$ cat src/rtl/cmul3_pkg.sv
// Shared constants for the three-product complex multiplier.
// Assumes: part width is chosen at the top; these are defaults only.
package cmul3_pkg;
    localparam int CMUL_PART_W = 16;  // default width of one real/imag part
    localparam int CMUL_NMUL   = 3;   // number of real multipliers in the datapath
    localparam int CMUL_M_SHARED = 1; // index of the shared product y_re*(x_re-x_im)
endpackage

$ cat src/rtl/cmul3_preadd.sv
// Pre-adder stage: forms the three operand sums feeding the multipliers.
// Assumes: inputs are signed two's complement of width W; outputs are W+1
// bits, so no sum or difference can overflow.
module cmul3_preadd #(
    parameter int W = 16,
    localparam int PW = W + 1
) (
    input  logic signed [W-1:0]  a_in,   // x_re
    input  logic signed [W-1:0]  b_in,   // x_im
    input  logic signed [W-1:0]  c_in,   // y_re
    input  logic signed [W-1:0]  d_in,   // y_im
    output logic signed [PW-1:0] amb,    // x_re - x_im
    output logic signed [PW-1:0] cmd,    // y_re - y_im
    output logic signed [PW-1:0] cpd,    // y_re + y_im
    output logic signed [PW-1:0] a_ext,  // x_re widened
    output logic signed [PW-1:0] b_ext,  // x_im widened
    output logic signed [PW-1:0] c_ext   // y_re widened
);
    // Widen every part by one sign bit, then form the sums.
    always_comb begin
        a_ext = $signed({a_in[W-1], a_in});
        b_ext = $signed({b_in[W-1], b_in});
        c_ext = $signed({c_in[W-1], c_in});
        amb   = a_ext - b_ext;
        cmd   = c_ext - $signed({d_in[W-1], d_in});
        cpd   = c_ext + $signed({d_in[W-1], d_in});
    end
endmodule

$ cat src/rtl/cmul3_smul.sv
// One signed real multiplier producing a full-width product.
// Assumes: both operands are signed; the product width AW+BW is exact.
module cmul3_smul #(
    parameter int AW = 17,
    parameter int BW = 17,
    localparam int RW = AW + BW
) (
    input  logic signed [AW-1:0] op_a,
    input  logic signed [BW-1:0] op_b,
    output logic signed [RW-1:0] prod
);
    // Full-precision signed product.
    always_comb prod = op_a * op_b;
endmodule

$ cat src/rtl/cmul3_postadd.sv
// Post-adder stage: combines the three products into real and imaginary
// results. The shared product enters both paths with opposite signs.
// Assumes: products are PRW bits signed; results are PRW+1 bits signed.
module cmul3_postadd #(
    parameter int PRW = 34,
    localparam int OW = PRW + 1
) (
    input  logic signed [PRW-1:0] p_re_only,  // (y_re - y_im) * x_im
    input  logic signed [PRW-1:0] p_shared,   // y_re * (x_re - x_im)
    input  logic signed [PRW-1:0] p_im_only,  // (y_re + y_im) * x_re
    output logic signed [OW-1:0]  sum_re,
    output logic signed [OW-1:0]  sum_im
);
    logic signed [OW-1:0] w_re_only, w_shared, w_im_only;

    // Sign-extend the products and form both results.
    always_comb begin
        w_re_only = $signed({p_re_only[PRW-1], p_re_only});
        w_shared  = $signed({p_shared[PRW-1],  p_shared});
        w_im_only = $signed({p_im_only[PRW-1], p_im_only});
        sum_re    = w_re_only + w_shared;
        sum_im    = w_im_only - w_shared;
    end
endmodule

$ cat src/rtl/cmul3_top.sv
// Complex multiplier with three real products and one register stage.
// Assumes: parts are signed W-bit words; the result is registered when
// in_valid is high and held otherwise; reset is synchronous, active low.
module cmul3_top
    import cmul3_pkg::*;
#(
    parameter int W = CMUL_PART_W,
    localparam int PW  = W + 1,
    localparam int PRW = 2 * PW,
    localparam int OW  = PRW + 1
) (
    input  logic          clk,
    input  logic          rst_n,
    input  logic          in_valid,
    input  logic [W-1:0]  x_re,
    input  logic [W-1:0]  x_im,
    input  logic [W-1:0]  y_re,
    input  logic [W-1:0]  y_im,
    output logic          out_valid,
    output logic [OW-1:0] z_re,
    output logic [OW-1:0] z_im
);
    logic signed [PW-1:0]  amb, cmd, cpd, a_ext, b_ext, c_ext;
    logic signed [PW-1:0]  mul_l [CMUL_NMUL];
    logic signed [PW-1:0]  mul_r [CMUL_NMUL];
    logic signed [PRW-1:0] mul_p [CMUL_NMUL];
    logic signed [OW-1:0]  sum_re, sum_im;

    cmul3_preadd #(.W(W)) u_pre (
        .a_in (x_re), .b_in (x_im), .c_in (y_re), .d_in (y_im),
        .amb  (amb),  .cmd  (cmd),  .cpd  (cpd),
        .a_ext(a_ext), .b_ext(b_ext), .c_ext(c_ext)
    );

    // Route operand pairs to the multipliers: 0 real-only, 1 shared, 2 imag-only.
    always_comb begin
        mul_l[0] = cmd;            mul_r[0] = b_ext;
        mul_l[CMUL_M_SHARED] = c_ext; mul_r[CMUL_M_SHARED] = amb;
        mul_l[2] = cpd;            mul_r[2] = a_ext;
    end

    for (genvar k = 0; k < CMUL_NMUL; k++) begin : g_mul
        cmul3_smul #(.AW(PW), .BW(PW)) u_mul (
            .op_a(mul_l[k]), .op_b(mul_r[k]), .prod(mul_p[k])
        );
    end

    cmul3_postadd #(.PRW(PRW)) u_post (
        .p_re_only(mul_p[0]), .p_shared(mul_p[CMUL_M_SHARED]), .p_im_only(mul_p[2]),
        .sum_re(sum_re), .sum_im(sum_im)
    );

    // Output register: clear on reset, load on a valid strobe, else hold.
    always_ff @(posedge clk) begin
        if (!rst_n) begin
            out_valid <= 1'b0;
            z_re      <= '0;
            z_im      <= '0;
        end else begin
            out_valid <= in_valid;
            if (in_valid) begin
                z_re <= sum_re;
                z_im <= sum_im;
            end
        end
    end

    // Direct four-product reference, used by the assertions only.
    logic signed [OW-1:0] dir_re, dir_im, xr_w, xi_w, yr_w, yi_w;
    always_comb begin
        xr_w   = $signed({{(OW-W){x_re[W-1]}}, x_re});
        xi_w   = $signed({{(OW-W){x_im[W-1]}}, x_im});
        yr_w   = $signed({{(OW-W){y_re[W-1]}}, y_re});
        yi_w   = $signed({{(OW-W){y_im[W-1]}}, y_im});
        dir_re = xr_w * yr_w - xi_w * yi_w;
        dir_im = xr_w * yi_w + xi_w * yr_w;
    end

    p_real_r1: assert property (@(posedge clk) disable iff (!rst_n)
        in_valid |=> ($signed(z_re) == $past(dir_re)));
    p_imag_r2: assert property (@(posedge clk) disable iff (!rst_n)
        in_valid |=> ($signed(z_im) == $past(dir_im)));
    p_valid_r4: assert property (@(posedge clk) disable iff (!rst_n)
        in_valid |=> out_valid);
    p_idle_r4: assert property (@(posedge clk) disable iff (!rst_n)
        !in_valid |=> !out_valid);
    p_hold_r5: assert property (@(posedge clk) disable iff (!rst_n)
        !in_valid |=> ($stable(z_re) && $stable(z_im)));
    p_clear_r6: assert property (@(posedge clk)
        !rst_n |=> (!out_valid && z_re == '0 && z_im == '0));
endmodule

$ cat config.mk
export PLATFORM = sky130hd
export DESIGN_NAME = cmul3_top
export DESIGN_NICKNAME = d
export VERILOG_FILES = /design/src/rtl/cmul3_pkg.sv /design/src/rtl/cmul3_preadd.sv /design/src/rtl/cmul3_smul.sv /design/src/rtl/cmul3_postadd.sv /design/src/rtl/cmul3_top.sv
export SDC_FILE = /design/constraint.sdc
export NUM_CORES = 2
export LEC_CHECK = 0
export BUFFER_PORTS_ARGS = -buffer_cell sky130_fd_sc_hd__buf_2
export CAP_MARGIN = 20
export CELL_PAD_IN_SITES_DETAIL_PLACEMENT = 1
export CELL_PAD_IN_SITES_GLOBAL_PLACEMENT = 2
export CORE_ASPECT_RATIO = 0.7
export CORE_UTILIZATION = 38
export DETAILED_ROUTE_END_ITERATION = 8
export PLACE_DENSITY_LB_ADDON = 0.1
export RECOVER_POWER = 50
export SYNTH_ARGS = -nofsm -noshare
export SYNTH_HDL_FRONTEND = slang
export SYNTH_HIERARCHICAL = 1
export SYNTH_SLANG_ARGS = --single-unit
$ cat constraint.sdc
create_clock -name clk -period 8.52 [get_ports clk]
set_input_delay 0.426 -clock clk [delete_from_list [all_inputs] [get_ports clk]]
set_output_delay 0.426 -clock clk [all_outputs]
set_load 0.02 [all_outputs]
==> tab_implementation.tex <==
\begin{tabular}{lr}
\hline
Metric & Value \\
\hline
\multicolumn{2}{l}{\textbf{Run status}} \\
Result of the run & finished, violations left \\
Violated checks & setup timing \\
\multicolumn{2}{l}{\textbf{STA}} \\
Clock Skews & 0 ps \\
Max-slew violation total from the final report & 0 \\
Actual transition at the worst max-transition pin & 749 ps \\
Final sum of negative setup slack & -10,540 ps \\
Share of the clock period used by the worst path & 1.08 \\
Unrepaired setup endpoints after global routing & true \\
Worst slew slack as a fraction of its limit & 0.498 \\
Crit path time final & 9240 ps \\
Hold Vio Cnt, Final & 0 \\
Final worst setup slack & -718 ps \\
Highest clock frequency the design can meet & 108 MHz \\
Total of endpoints with negative setup slack in the final report & 28 \\
\multicolumn{2}{l}{\textbf{Setup path}} \\
Highest net fanout along the worst path & 5 \\
Startpoint of the worst setup timing path & x\_re[4] \\
Minimum setup slack among reg-to-reg paths & 7820 ps \\
Reg2reg end & z\_re[24]\$\_SDFFE\_PN0P\_ \\
Endpoint type of the worst setup path & flop \\
Dominant cell type by count on the critical path & sky130\_fd\_sc\_hd\_\_fa\_1 \\
Data arrival at the endpoint of the critical path & 9570 ps \\
Reg2reg path depth & 2 \\
Slowest Stage Delay on Critical Path & 570 ps \\
Worst setup path category & in2reg \\
Critical Path RT & 8850 ps \\
Critical Path Slowest Stage Cell & sky130\_fd\_sc\_hd\_\_fa\_1 \\
FF-to-FF Start & z\_re[24]\$\_SDFFE\_PN0P\_ \\
Worst Setup Start Kind & input pin \\
\multicolumn{2}{l}{\textbf{Global routing}} \\
Congestion Overflow GR & 0 \\
Number of global-route vias before repair & 38,681 \\
Number of antenna violations at the first check in global routing & 8 \\
Pin count of the biggest net entering global routing & 72 \\
First-pass GRT wire length & 235 mm \\
GR Util All Layers & 0.276 \\
\multicolumn{2}{l}{\textbf{Routing}} \\
Residual antenna-violating net count after detailed routing & 0 \\
Detailed Route Iter0 Violations & 1,722 \\
M1 wire length & 77.4 mm \\
DRC violation count after routing & 0 \\
Met3 wire length & 7.02 mm \\
Total met2 wirelength after detailed routing & 65.5 mm \\
Routed length per placed instance & 21.4 microns \\
Routed vias & 35,435 \\
Pre-Repair DR Iteration Count & 5 \\
Highest metal layer with signal wires & met5 \\
DRT Wirelength & 153 mm \\
Via density & 4.97 \\
\multicolumn{2}{l}{\textbf{Floorplanning}} \\
Core region area & 109,000 sq um \\
Area of the die & 112,000 sq um \\
Placement Rows & 101 \\
I/O pin cnt & 138 \\
Initial cell density of the core & 0.386 \\
Width of the chip & 400 microns \\
Die span in y & 281 microns \\
\multicolumn{2}{l}{\textbf{Synth}} \\
Nets in the synthesized netlist & 6,082 \\
Largest family of logic cells by synthesized area & adder cells \\
Post-synthesis cell type with the largest combined area & sky130\_fd\_sc\_hd\_\_fa\_1 \\
Number of enable-type register cells in the synthesized netlist & 0 \\
Area fraction of the dominant cell type after synthesis & 0.424 \\
Share of synthesized flip-flops with an asynchronous set or reset & 0 \\
Post-Synth Adder-Cell Area & 0.534 \\
Post-synthesis instance area & 42,100 sq um \\
Sequential share of the synthesized area & 0.0337 \\
Prevailing post-synth register cell & sky130\_fd\_sc\_hd\_\_dfxtp\_1 \\
Synthesized area per cell & 8.87 sq um \\
Synthesized flop and latch total & 71 \\
Mux cell area share after synthesis & 0.0181 \\
Synth Area in Simple Gates & 0.168 \\
Main area contributors after synthesis & sky130\_fd\_sc\_hd\_\_fa\_1 (42\%), sky130\_fd\_sc\_hd\_\_ha\_1 (11\%), sky130\_fd\_sc\_hd\_\_inv\_1 (8.9\%) \\
Number of warning messages in the yosys log & 6 \\
Post-synthesis xor/xnor area fraction & 0.0414 \\
Synthesized-area fraction occupied by ao, oa, aoi and oai cells & 0.0878 \\
Number of cells produced by synthesis & 4,751 \\
Number of unique standard cell types used by synthesis & 108 \\
\multicolumn{2}{l}{\textbf{Cells and area}} \\
Final net count & 7,006 \\
Signed area change from the synthesized netlist to the final layout & 31.0\% \\
Fraction of layout instances using a drive strength above 1 & 0.282 \\
Number of filler cells placed in the layout & 12,510 \\
Final core occ & 0.505 \\
\multicolumn{2}{l}{\textbf{Place}} \\
Gp weighted congestion & 0.912 \\
DP HPWL & 133 mm \\
Port Buf Inserts & 137 \\
\multicolumn{2}{l}{\textbf{Clock network}} \\
Worst-case clock buffer depth & 2 \\
Sink count of the clock tree & 71 \\
TritonCTS clock tree & built \\
Clk\_lat worst skew & 390 ps \\
Count of H-tree levels built during CTS & 3 \\
Clock root buffer & sky130\_fd\_sc\_hd\_\_clkbuf\_16 \\
Hold-fix buffers at CTS & 0 \\
CTS buffer count & 9 \\
Clock Pin Slew Worst Setup and Hold Paths & 70 ps \\
\multicolumn{2}{l}{\textbf{Hold path}} \\
Classification of the worst-slack hold path & reg2reg \\
Source of the worst hold timing path & z\_im[21]\$\_SDFFE\_PN0P\_ \\
Hold Crit Endpoint & z\_im[21]\$\_SDFFE\_PN0P\_ \\
Count of cells along the worst hold path & 2 \\
\multicolumn{2}{l}{\textbf{Flow run}} \\
Max\_cap viols & 0 \\
\hline
\end{tabular}
## timing repair
item                       4_1_cts  5_1_grt
pin swaps                      156      274
buffers inserted                58       77
resized for setup              256      379
setup endpoints to repair       38       41
cloned                           3        0
## cell usage after synthesis, types with 24 or more instances
master and n:
sky130_fd_sc_hd__nand2b_1 32, sky130_fd_sc_hd__clkbuf_1 135, sky130_fd_sc_hd__dfxtp_1 71, sky130_fd_sc_hd__nor2b_1 100, sky130_fd_sc_hd__o21ai_1 25, sky130_fd_sc_hd__xnor2_1 153
sky130_fd_sc_hd__ha_1 371, sky130_fd_sc_hd__xor2_1 46, sky130_fd_sc_hd__o21a_1 24, sky130_fd_sc_hd__a31oi_1 25, sky130_fd_sc_hd__nor3_1 38, sky130_fd_sc_hd__buf_4 56
sky130_fd_sc_hd__and2_1 450, sky130_fd_sc_hd__nor2_1 149, sky130_fd_sc_hd__a21o_1 51, sky130_fd_sc_hd__o21ai_0 63, sky130_fd_sc_hd__nand3_1 44, sky130_fd_sc_hd__fa_1 893
sky130_fd_sc_hd__mux2i_1 75, sky130_fd_sc_hd__a21oi_1 170, sky130_fd_sc_hd__nand2_1 468, sky130_fd_sc_hd__inv_1 999
## cell type report
cell class / count / area [sq um] / share of cell area
flip-flops and latches: 71 / 1420 / 0.0258
clock buffers: 9 / 225 / 0.00408
inverters: 1003 / 3790 / 0.0687
clock inverters: 7 / 61.3 / 0.00111
repair buffers: 1135 / 8960 / 0.162
well taps: 1442 / 1800 / 0.0327
multi-input cells: 3455 / 38900 / 0.705
diodes: 4 / 10.0 / 0.000181
## per-layer routing
| metal | vias up | global-route usage |
|---|---|---|
| li1 | 16381 | - |
| met2 | 653 | 0.413 |
| met5 | - | 0 |
| met4 | 4 | 0.0493 |
| met1 | 18302 | 0.427 |
| met3 | 95 | 0.0340 |
## flip-flops by register name, indices dropped and copies added (netlist names)
name       cells
out_valid      1
z_im          35
z_re          35
## layout by cell type (no fill, tap or decap), drive strengths merged, types with 24 or more instances in the layout
master  count
a21o       52
a21oi     176
a31oi      28
and2      450
and3       24
buf      1073
clkbuf     71
dfxtp      71
fa        893
ha        371
inv      1007
mux2i      75
nand2     470
nand2b     33
nand3      44
nor2      150
nor2b     101
nor3       38
o21a       25
o21ai      91
xnor2     153
xor2       46
## critical path, delay by kind of cell
| family | cells | cell delay, ps |
|---|---|---|
| buffers and inverters | 7 | 620 |
| adder cells (fa/ha/maj) | 9 | 3950 |
| AND/OR/NAND/NOR | 5 | 930 |
| AO/OA/AOI/OAI | 14 | 2960 |
| multiplexers | 1 | 100 |
| XOR/XNOR | 3 | 550 |
## metrics by stage
stage	std cells	hold WS [ps]	instance area [sq um]	setup slack [ps]
floorplan	4751	554	42700	-250
global placement	6986	490	50900	-1480
detailed placement	6986	505	50900	-1510
CTS	7060	522	53100	-640
global route	7125	552	55200	-986
finish	7126	521	55200	-718
## cells by family (layout without fill, tap and decap cells)
kind of cell / after synthesis / count (layout)
adder cells (fa/ha/maj): 1264 / 1264
AND/OR/NAND/NOR: 1378 / 1378
buffers and inverters: 1225 / 2154
multiplexers: 76 / 76
AO/OA/AOI/OAI: 538 / 538
other: 0 / 4
XOR/XNOR: 199 / 199
flip-flops: 71 / 71
## worst max-delay path by stage
stage / slack [ps] / end / cells past startpoint
floorplan: -250 / z_im[32]$_SDFFE_PN0P_ / 41
global placement: -1480 / z_re[33]$_SDFFE_PN0P_ / 43
detailed placement: -1510 / z_re[33]$_SDFFE_PN0P_ / 43
CTS: -640 / z_im[34]$_SDFFE_PN0P_ / 43
global route: -990 / z_im[32]$_SDFFE_PN0P_ / 42
finish: -720 / z_im[32]$_SDFFE_PN0P_ / 39
Power is not shown: default switching activity piles up to over one toggle a cycle in this logic, so the estimate is an artifact.
